$ cat config.mk
export PLATFORM = sky130hd
export DESIGN_NAME = fault_capture
export DESIGN_NICKNAME = d
export VERILOG_FILES = /design/src/rtl/fault_capture_pkg.sv /design/src/rtl/fault_sticky_bit.sv /design/src/rtl/fault_addr_reg.sv /design/src/rtl/fault_ifetch_track.sv /design/src/rtl/fault_capture.sv
export SDC_FILE = /design/constraint.sdc
export NUM_CORES = 1
export LEC_CHECK = 0
export BUFFER_PORTS_ARGS = -buffer_cell sky130_fd_sc_hd__buf_2
export CAP_MARGIN = 20
export CORE_ASPECT_RATIO = 1.1
export CORE_MARGIN = 2
export CORE_UTILIZATION = 40
export DETAILED_ROUTE_END_ITERATION = 12
export HOLD_SLACK_MARGIN = 0.15
export PLACE_DENSITY = 0.78
export SLEW_MARGIN = 5
export SYNTH_ARGS = -nofsm -noshare
export SYNTH_HDL_FRONTEND = slang
export SYNTH_SLANG_ARGS = --single-unit
$ cat constraint.sdc
create_clock -name clk_i -period 2.7 [get_ports clk_i]
set_clock_uncertainty 0.05 [all_clocks]
set_input_delay 0.81 -clock clk_i [delete_from_list [all_inputs] [get_ports clk_i]]
set_output_delay 0.81 -clock clk_i [all_outputs]
set_load 0.02 [all_outputs]
$ cat src/rtl/fault_capture_pkg.sv
package fault_capture_pkg;
  localparam int WORD_W = 32;

  typedef enum logic [1:0] {
    SEL_STAT  = 2'd0,
    SEL_BADDR = 2'd1,
    SEL_MADDR = 2'd2,
    SEL_NONE  = 2'd3
  } reg_sel_e;

  localparam int B_BUS_VLD   = 15;
  localparam int B_UNSTK_BUS = 11;
  localparam int B_IMPRECISE = 10;
  localparam int B_PRECISE   = 9;
  localparam int B_IFETCH    = 8;
  localparam int B_MM_VLD    = 7;
  localparam int B_MM_STACK  = 4;
  localparam int B_MM_UNSTK  = 3;

  localparam logic [WORD_W-1:0] STAT_MASK = 32'h0000_8F98;
endpackage

$ cat src/rtl/fault_sticky_bit.sv
module fault_sticky_bit (
  input  logic clk_i,
  input  logic rst_ni,
  input  logic set_i,
  input  logic clr_i,
  output logic q_o
);
  logic q;

  always_ff @(posedge clk_i or negedge rst_ni) begin
    if (!rst_ni) q <= 1'b0;
    else         q <= set_i | (q & ~clr_i);
  end

  assign q_o = q;

  assert_set_wins_R7: assert property (@(posedge clk_i) disable iff (!rst_ni)
    set_i |=> q_o);
  assert_sticky_hold_R6: assert property (@(posedge clk_i) disable iff (!rst_ni)
    q_o && !clr_i |=> q_o);
  assert_no_spurious_set_R6: assert property (@(posedge clk_i) disable iff (!rst_ni)
    !q_o && !set_i |=> !q_o);
endmodule

$ cat src/rtl/fault_addr_reg.sv
module fault_addr_reg #(
  parameter int ADDR_W = 32
) (
  input  logic              clk_i,
  input  logic              rst_ni,
  input  logic              ev_i,
  input  logic [ADDR_W-1:0] addr_i,
  input  logic              clr_vld_i,
  output logic              vld_o,
  output logic [ADDR_W-1:0] addr_o
);
  logic              vld_q;
  logic [ADDR_W-1:0] addr_q;

  always_ff @(posedge clk_i or negedge rst_ni) begin
    if (!rst_ni) begin
      vld_q  <= 1'b0;
      addr_q <= '0;
    end else begin
      vld_q <= ev_i | (vld_q & ~clr_vld_i);
      // first address wins until software drops the valid flag
      if (ev_i && !vld_q) addr_q <= addr_i;
    end
  end

  assign vld_o  = vld_q;
  assign addr_o = addr_q;

  assert_addr_load_R3: assert property (@(posedge clk_i) disable iff (!rst_ni)
    ev_i && !vld_o |=> vld_o && (addr_o == $past(addr_i)));
  assert_addr_hold_R8: assert property (@(posedge clk_i) disable iff (!rst_ni)
    vld_o |=> $stable(addr_o));
  assert_vld_set_wins_R7: assert property (@(posedge clk_i) disable iff (!rst_ni)
    ev_i |=> vld_o);
endmodule

$ cat src/rtl/fault_ifetch_track.sv
module fault_ifetch_track (
  input  logic clk_i,
  input  logic rst_ni,
  input  logic err_i,
  input  logic issue_i,
  input  logic flush_i,
  output logic hit_o
);
  logic pend_q;

  always_ff @(posedge clk_i or negedge rst_ni) begin
    if (!rst_ni) pend_q <= 1'b0;
    else         pend_q <= err_i | (pend_q & ~issue_i & ~flush_i);
  end

  assign hit_o = issue_i & pend_q;

  assert_flush_discards_R9: assert property (@(posedge clk_i) disable iff (!rst_ni)
    flush_i && !err_i |=> !hit_o);
  assert_issue_consumes_R9: assert property (@(posedge clk_i) disable iff (!rst_ni)
    issue_i && !err_i |=> !hit_o);
endmodule

$ cat src/rtl/fault_capture.sv
module fault_capture
  import fault_capture_pkg::*;
#(
  parameter int ADDR_W = 32
) (
  input  logic              clk_i,
  input  logic              rst_ni,
  input  logic              bus_precise_i,
  input  logic              bus_imprecise_i,
  input  logic              bus_unstack_i,
  input  logic [ADDR_W-1:0] bus_addr_i,
  input  logic              mm_access_i,
  input  logic              mm_stack_i,
  input  logic              mm_unstack_i,
  input  logic [ADDR_W-1:0] mm_addr_i,
  input  logic              ifetch_err_i,
  input  logic              ifetch_issue_i,
  input  logic              ifetch_flush_i,
  input  logic              reg_we_i,
  input  logic [1:0]        reg_sel_i,
  input  logic [31:0]       reg_wdata_i,
  output logic [31:0]       reg_rdata_o
);
  localparam int PAD_W = WORD_W - ADDR_W;

  reg_sel_e          sel;
  logic [WORD_W-1:0] set_vec, clr_vec, stat;
  logic [ADDR_W-1:0] baddr, maddr;
  logic              bvld, mvld, if_hit;
  logic              unused_nc;

  assign sel     = reg_sel_e'(reg_sel_i);
  assign clr_vec = (reg_we_i && sel == SEL_STAT) ? reg_wdata_i : '0;

  fault_ifetch_track i_ifetch (
    .clk_i   (clk_i),
    .rst_ni  (rst_ni),
    .err_i   (ifetch_err_i),
    .issue_i (ifetch_issue_i),
    .flush_i (ifetch_flush_i),
    .hit_o   (if_hit)
  );

  always_comb begin
    set_vec              = '0;
    set_vec[B_PRECISE]   = bus_precise_i;
    set_vec[B_IMPRECISE] = bus_imprecise_i;
    set_vec[B_UNSTK_BUS] = bus_unstack_i;
    set_vec[B_IFETCH]    = if_hit;
    set_vec[B_MM_STACK]  = mm_stack_i;
    set_vec[B_MM_UNSTK]  = mm_unstack_i;
  end

  fault_addr_reg #(.ADDR_W(ADDR_W)) i_bus_addr (
    .clk_i     (clk_i),
    .rst_ni    (rst_ni),
    .ev_i      (bus_precise_i),
    .addr_i    (bus_addr_i),
    .clr_vld_i (clr_vec[B_BUS_VLD]),
    .vld_o     (bvld),
    .addr_o    (baddr)
  );

  fault_addr_reg #(.ADDR_W(ADDR_W)) i_mm_addr (
    .clk_i     (clk_i),
    .rst_ni    (rst_ni),
    .ev_i      (mm_access_i),
    .addr_i    (mm_addr_i),
    .clr_vld_i (clr_vec[B_MM_VLD]),
    .vld_o     (mvld),
    .addr_o    (maddr)
  );

  // plain sticky bits; valid flags come from the address registers
  for (genvar b = 0; b < WORD_W; b++) begin : g_stat
    if (b == B_BUS_VLD) begin : g_bv
      assign stat[b] = bvld;
    end else if (b == B_MM_VLD) begin : g_mv
      assign stat[b] = mvld;
    end else if (STAT_MASK[b]) begin : g_bit
      fault_sticky_bit i_bit (
        .clk_i  (clk_i),
        .rst_ni (rst_ni),
        .set_i  (set_vec[b]),
        .clr_i  (clr_vec[b]),
        .q_o    (stat[b])
      );
    end else begin : g_rsvd
      assign stat[b] = 1'b0;
    end
  end

  assign unused_nc = ^{set_vec & ~STAT_MASK, clr_vec & ~STAT_MASK};

  always_comb begin
    unique case (sel)
      SEL_STAT:  reg_rdata_o = stat;
      SEL_BADDR: reg_rdata_o = {{PAD_W{1'b0}}, baddr};
      SEL_MADDR: reg_rdata_o = {{PAD_W{1'b0}}, maddr};
      default:   reg_rdata_o = '0;
    endcase
  end

  assert_rsvd_zero_R2: assert property (@(posedge clk_i) disable iff (!rst_ni)
    (sel == SEL_STAT) |-> ((reg_rdata_o & ~STAT_MASK) == '0));
  assert_bus_addr_untouched_R4: assert property (@(posedge clk_i) disable iff (!rst_ni)
    (bus_imprecise_i || bus_unstack_i) && !bus_precise_i |=> $stable(baddr));
  assert_mm_addr_untouched_R5: assert property (@(posedge clk_i) disable iff (!rst_ni)
    (mm_stack_i || mm_unstack_i) && !mm_access_i |=> $stable(maddr));
  assert_addr_write_ignored_R11: assert property (@(posedge clk_i) disable iff (!rst_ni)
    reg_we_i && sel != SEL_STAT && !bus_precise_i && !mm_access_i |=> $stable(baddr) && $stable(maddr));
  assert_ifetch_at_issue_R9: assert property (@(posedge clk_i) disable iff (!rst_ni)
    $rose(stat[B_IFETCH]) |-> $past(ifetch_issue_i));
endmodule

== Yosys cells after proc, flatten, opt, wreduce, memory -nomap -nowiden ==
Cells that the tools add are included.

* Register bits after elaboration: 73
* Input port bits: 110
* Output and inout bits: 32
* Logic and storage cells: 51

* Equality and inequality tests: 2
* Multiplexer cells: 2
* Bitwise gates (word level): 30
* Reductions and logical operators: 6

{| class="wikitable"
|+ Operators by type and width
! cell !! number
|-
| $pmux W32 S3 || 1
|-
| $mux W16 || 1
|-
| $and A1 B1 Y1 || 11
|-
| $not A1 Y1 || 10
|-
| $or A1 B1 Y1 || 9
|-
| $logic_and A1 B1 Y1 || 3
|-
| $eq A2 B1 Y1 const B || 1
|-
| $eq A2 B2 Y1 const B || 1
|-
| $logic_not A1 Y1 || 2
|-
| $logic_not A2 Y1 || 1
|}

== Longest topological paths before layout ==
* Depth in word-level cells: 6
* Gate-level depth with buffers: 4

== Cells and area by module ==
A second synthesis with hierarchy kept.

* Cell total of the unflattened synthesis: 226
* Area, all modules: 3,592.2 µm²

{| class="wikitable"
|+ By module, submodules not included
! module !! instances !! cells each !! area each (µm²) !! sequential area each (µm²)
|-
| fault_addr_reg || 2 || 72 || 1,396.3 || 825.8
|-
| fault_capture || 1 || 60 || 538.0 || 0.0
|-
| fault_sticky_bit || 6 || 3 || 36.3 || 25.0
|-
| fault_ifetch_track || 1 || 4 || 43.8 || 25.0
|}

== Least setup slack after synthesis ==
Ideal clock, no wire load.

* Path type: input to output
* From: input port reg_sel_i[0]
* To: output port reg_rdata_o[0]
* Data arrival time: 1.511 ns
* Required time: 1.840 ns
* Path slack: 0.329 ns
* Cell stages on the path: 4
* Cells stage by stage: nor2b_1 > buf_2 > buf_2 > a22o_1

* Cells in the longest elaborated chain, start to end: 2

{| class="wikitable"
|+ RTL lines
! item !! RTL line !! RTL
|-
| start: declaration || fault_capture.sv:20 || <nowiki>input logic [1:0] reg_sel_i,</nowiki>
|-
| $eq A2 B2 Y1 (tied with other cells) || fault_capture.sv:96 || <nowiki>unique case (sel)</nowiki>
|-
| $pmux W32 S3 * || fault_capture.sv:96 ||
|-
| end: declaration || fault_capture.sv:22 || <nowiki>output logic [31:0] reg_rdata_o</nowiki>
|}

Every way passes the cells marked *; elsewhere a longest branch is shown, timed or not.

== Final worst setup path ==
* From: input port reg_sel_i[0]
* To: output port reg_rdata_o[14]

Same word-level chain as after synthesis.

==> results.md <==
* Wire per inst at 16.5 microns
* DRC violations left at 0
* Antenna violations before repair at 0
* Period utilization at 0.935
* Hold WS at 459 ps
* Worst vdd rail ir drop at between 0.3 and 0.4 mV
* Fmax at 396 MHz
* Ranking of synthesized cells by area: dfrtp_1 52%, mux2_4 26%, a22o_1 6.3%
* Startpoint types: input port
* Max stage delay on crit path at 230 ps
* Syn_nets at 333
* Share of post-route cells with drive strength above 1 at 0.605
* Synth Area per Inst at 15.6 sq um
* Most numerous cell in the Yosys netlist: dfrtp_1
* Worst hold start: i_ifetch.pend_q
* GPL Wtd Cong at 0.750
* Post-Syn Instances at 223
* Top-area cell type share of the netlist area at 0.523
* Final Hold Viols at 0
* Crit Path Class: input port to primary output
* RSZ-0062 raised after global routing: no
* DR vias/cell at about 4.9
* R2r startpoint: i_bus_addr.vld_o
* Worst Path Arrival at 1670 ps
* Global route overflow at 0
* Initial Util at 0.415
* IO Count at 142
* Post_cts resized at 0
* Number of global-route vias before repair at 2522
* Crit path max fanout at 8
* First-pass GRT wire length at 12.1 mm
* Cts bufs inserted at 9
* Final-stage net count at 453
* Fillcell total at around 760
* Worst slew margin at 0.409
* Worst-Skew Late Latency at between 300 and 400 ps
* Area leader, netlist: dfrtp_1
* CP Capture Type: primary output
* Synth unique cells at 17
* Cts hold-fix bufs at 0
* LEAKAGE at 2.14 nW
* Port Buffer Count at 117
* Vias after detailed routing at 2262
* Worst-Margin Slew at roughly 890 ps
* Max_cap viols at 0
* 1st-pass router iterations at 4
* Async SR Flop Fraction at 1.00
* Core area at around 0.0084 sq mm
* Core Rows at 35
* Die Ht at between 100 and 150 microns
* GRT Overall Usage at 0.166
* Largest net degree at the start of global routing at 74
* Mapped Area at 0.00349 sq mm
* Post-synth EDFFs at 0
* Seq/Total Area, Yosys at 0.523
* Area Overhead vs Synth at 24.0%
* Final Max Tran Viols at 0
* Min Tclk post-route at 2530 ps
* Die width at around 93 microns
* Crit path cell chain: buf_2 -> nor2b_2 -> buf_4 -> a22o_1 -> buf_2
* H-tree depth at 3
* Final setup viols at 0
* Initial DRC Count at 67
* Total wire length at roughly 7.6 mm
* Die Area at roughly 0.0095 sq mm
* Ys flop type: dfrtp_1
* Status: completed
* Most instantiated cells after synthesis: 73 x dfrtp_1, 60 x mux2_4, 25 x a22o_1
* Clock root cell: clkbuf_8
* Pwr dens at ~750 mW/mm^2
* Required @ worst endpoint at ~1800 ps
* Clk buf depth at 2
* Top cell by count, worst path: buf_2
* Final HPWL DP at roughly 5.4 mm
* CTS clk-pin slew, worst paths at 80 ps
* Count of state elements after synthesis at 73
* Num Clock Sinks at 73
* Slowest cell on the critical path: a22o_1
* Hold Path Class: flip-flop to flip-flop
* Antenna Violating Nets Remaining at 0
* Yosys Warn Count at 0
* Setup TNS at 0 ps
* Worst setup path startpoint: reg_sel_i[0]
* CTS tree: done
* Post-CTS Setup Repair Bufs at 0
* N_diodes at 0
==> path summary, 6_finish.rpt <==
path	to	cells after the start	slack (ps)
worst max-delay path	reg_rdata_o[14]	5	170
worst min-delay path	i_ifetch.pend_q	1	460
worst max register to register	i_bus_addr.addr_o[1]	3	1260
worst min register to register	i_ifetch.pend_q	1	460
max in group asynchronous	i_mm_addr.addr_o[21]	1	1470
min in group asynchronous	i_bus_addr.addr_o[10]	1	550
==> logic make-up (layout without fill, tap and decap cells) <==
| group | count (synthesis) | in the layout | share of synthesized area |
|---|---|---|---|
| multiplexers | 72 | 72 | 0.294 |
| AO/OA/AOI/OAI | 41 | 41 | 0.0975 |
| AND/OR/NAND/NOR | 14 | 14 | 0.0247 |
| buffers and inverters | 23 | 147 | 0.0602 |
| flip-flops | 73 | 73 | 0.523 |
==> per-layer routing <==
layer	wire, microns	vias to the layer above	track usage
met5	0	-	0
met4	177	0	0.0814
met3	345	12	0.0324
met2	3870	69	0.290
met1	3170	1125	0.197
li1	-	1056	-
==> cells in the final DEF, fill, tap and decap left out <==
master      instances
dfrtp_1            73
inv_1               6
mux2_4             60
buf_12              2
buf_4               8
clkinv_2            2
nor3b_2             1
clkinvlp_4          1
bufinv_16           1
a21o_1              1
nor2b_2             2
clkinv_4            1
mux2i_1             8
nor2b_4             2
a31oi_1             7
buf_2             116
nor2_1              8
o2bb2ai_1           8
mux2_2              4
clkbuf_8           10
a22o_1             25
nand4bb_1           1
==> where the power goes <==
group,switching [mW],internal (mW)
Sequential,0.172,1.39
Combinational,0.323,0.543
Clock,0.389,0.445
Total,0.884,2.38
==> cell type report <==
cell class              count  area [sq um]  share of cell area
inverters                   6          22.5             0.00520
clock buffers              10           138              0.0318
clock inverters             5          56.3              0.0130
multi-input cells         127          1470               0.339
flip-flops and latches     73          1830               0.422
well taps                 111           139              0.0321
repair buffers            126           681               0.157
==> state kept, by name, indices dropped and copies added (netlist names) <==
| name | flops |
|---|---|
| g_stat.g_bit.i_bit.q_o | 6 |
| i_mm_addr.addr_o | 32 |
| i_bus_addr.addr_o | 32 |
| i_mm_addr.vld_o | 1 |
| i_ifetch.pend_q | 1 |
| i_bus_addr.vld_o | 1 |
==> stage by stage <==
step / cells / utilization / power, mW / setup WS (ps) / area (sq um)
6_report: 458 / 0.515 / 3.26 / 174 / 4330
5_1_grt: 458 / 0.515 / 3.44 / 116 / 4330
4_1_cts: 458 / 0.515 / 3.31 / 186 / 4330
3_5_place_dp: 443 / 0.492 / 2.45 / 188 / 4130
3_3_place_gp: 443 / 0.492 / 2.41 / 192 / 4130
2_1_floorplan: 223 / - / 2.18 / 329 / 3490
==> critical path: cells and delay by family <==
family,cells,cell delay [ps]
AO/OA/AOI/OAI,1,230
AND/OR/NAND/NOR,1,170
buffers and inverters,3,450
Power figures use the tool's default switching activity.
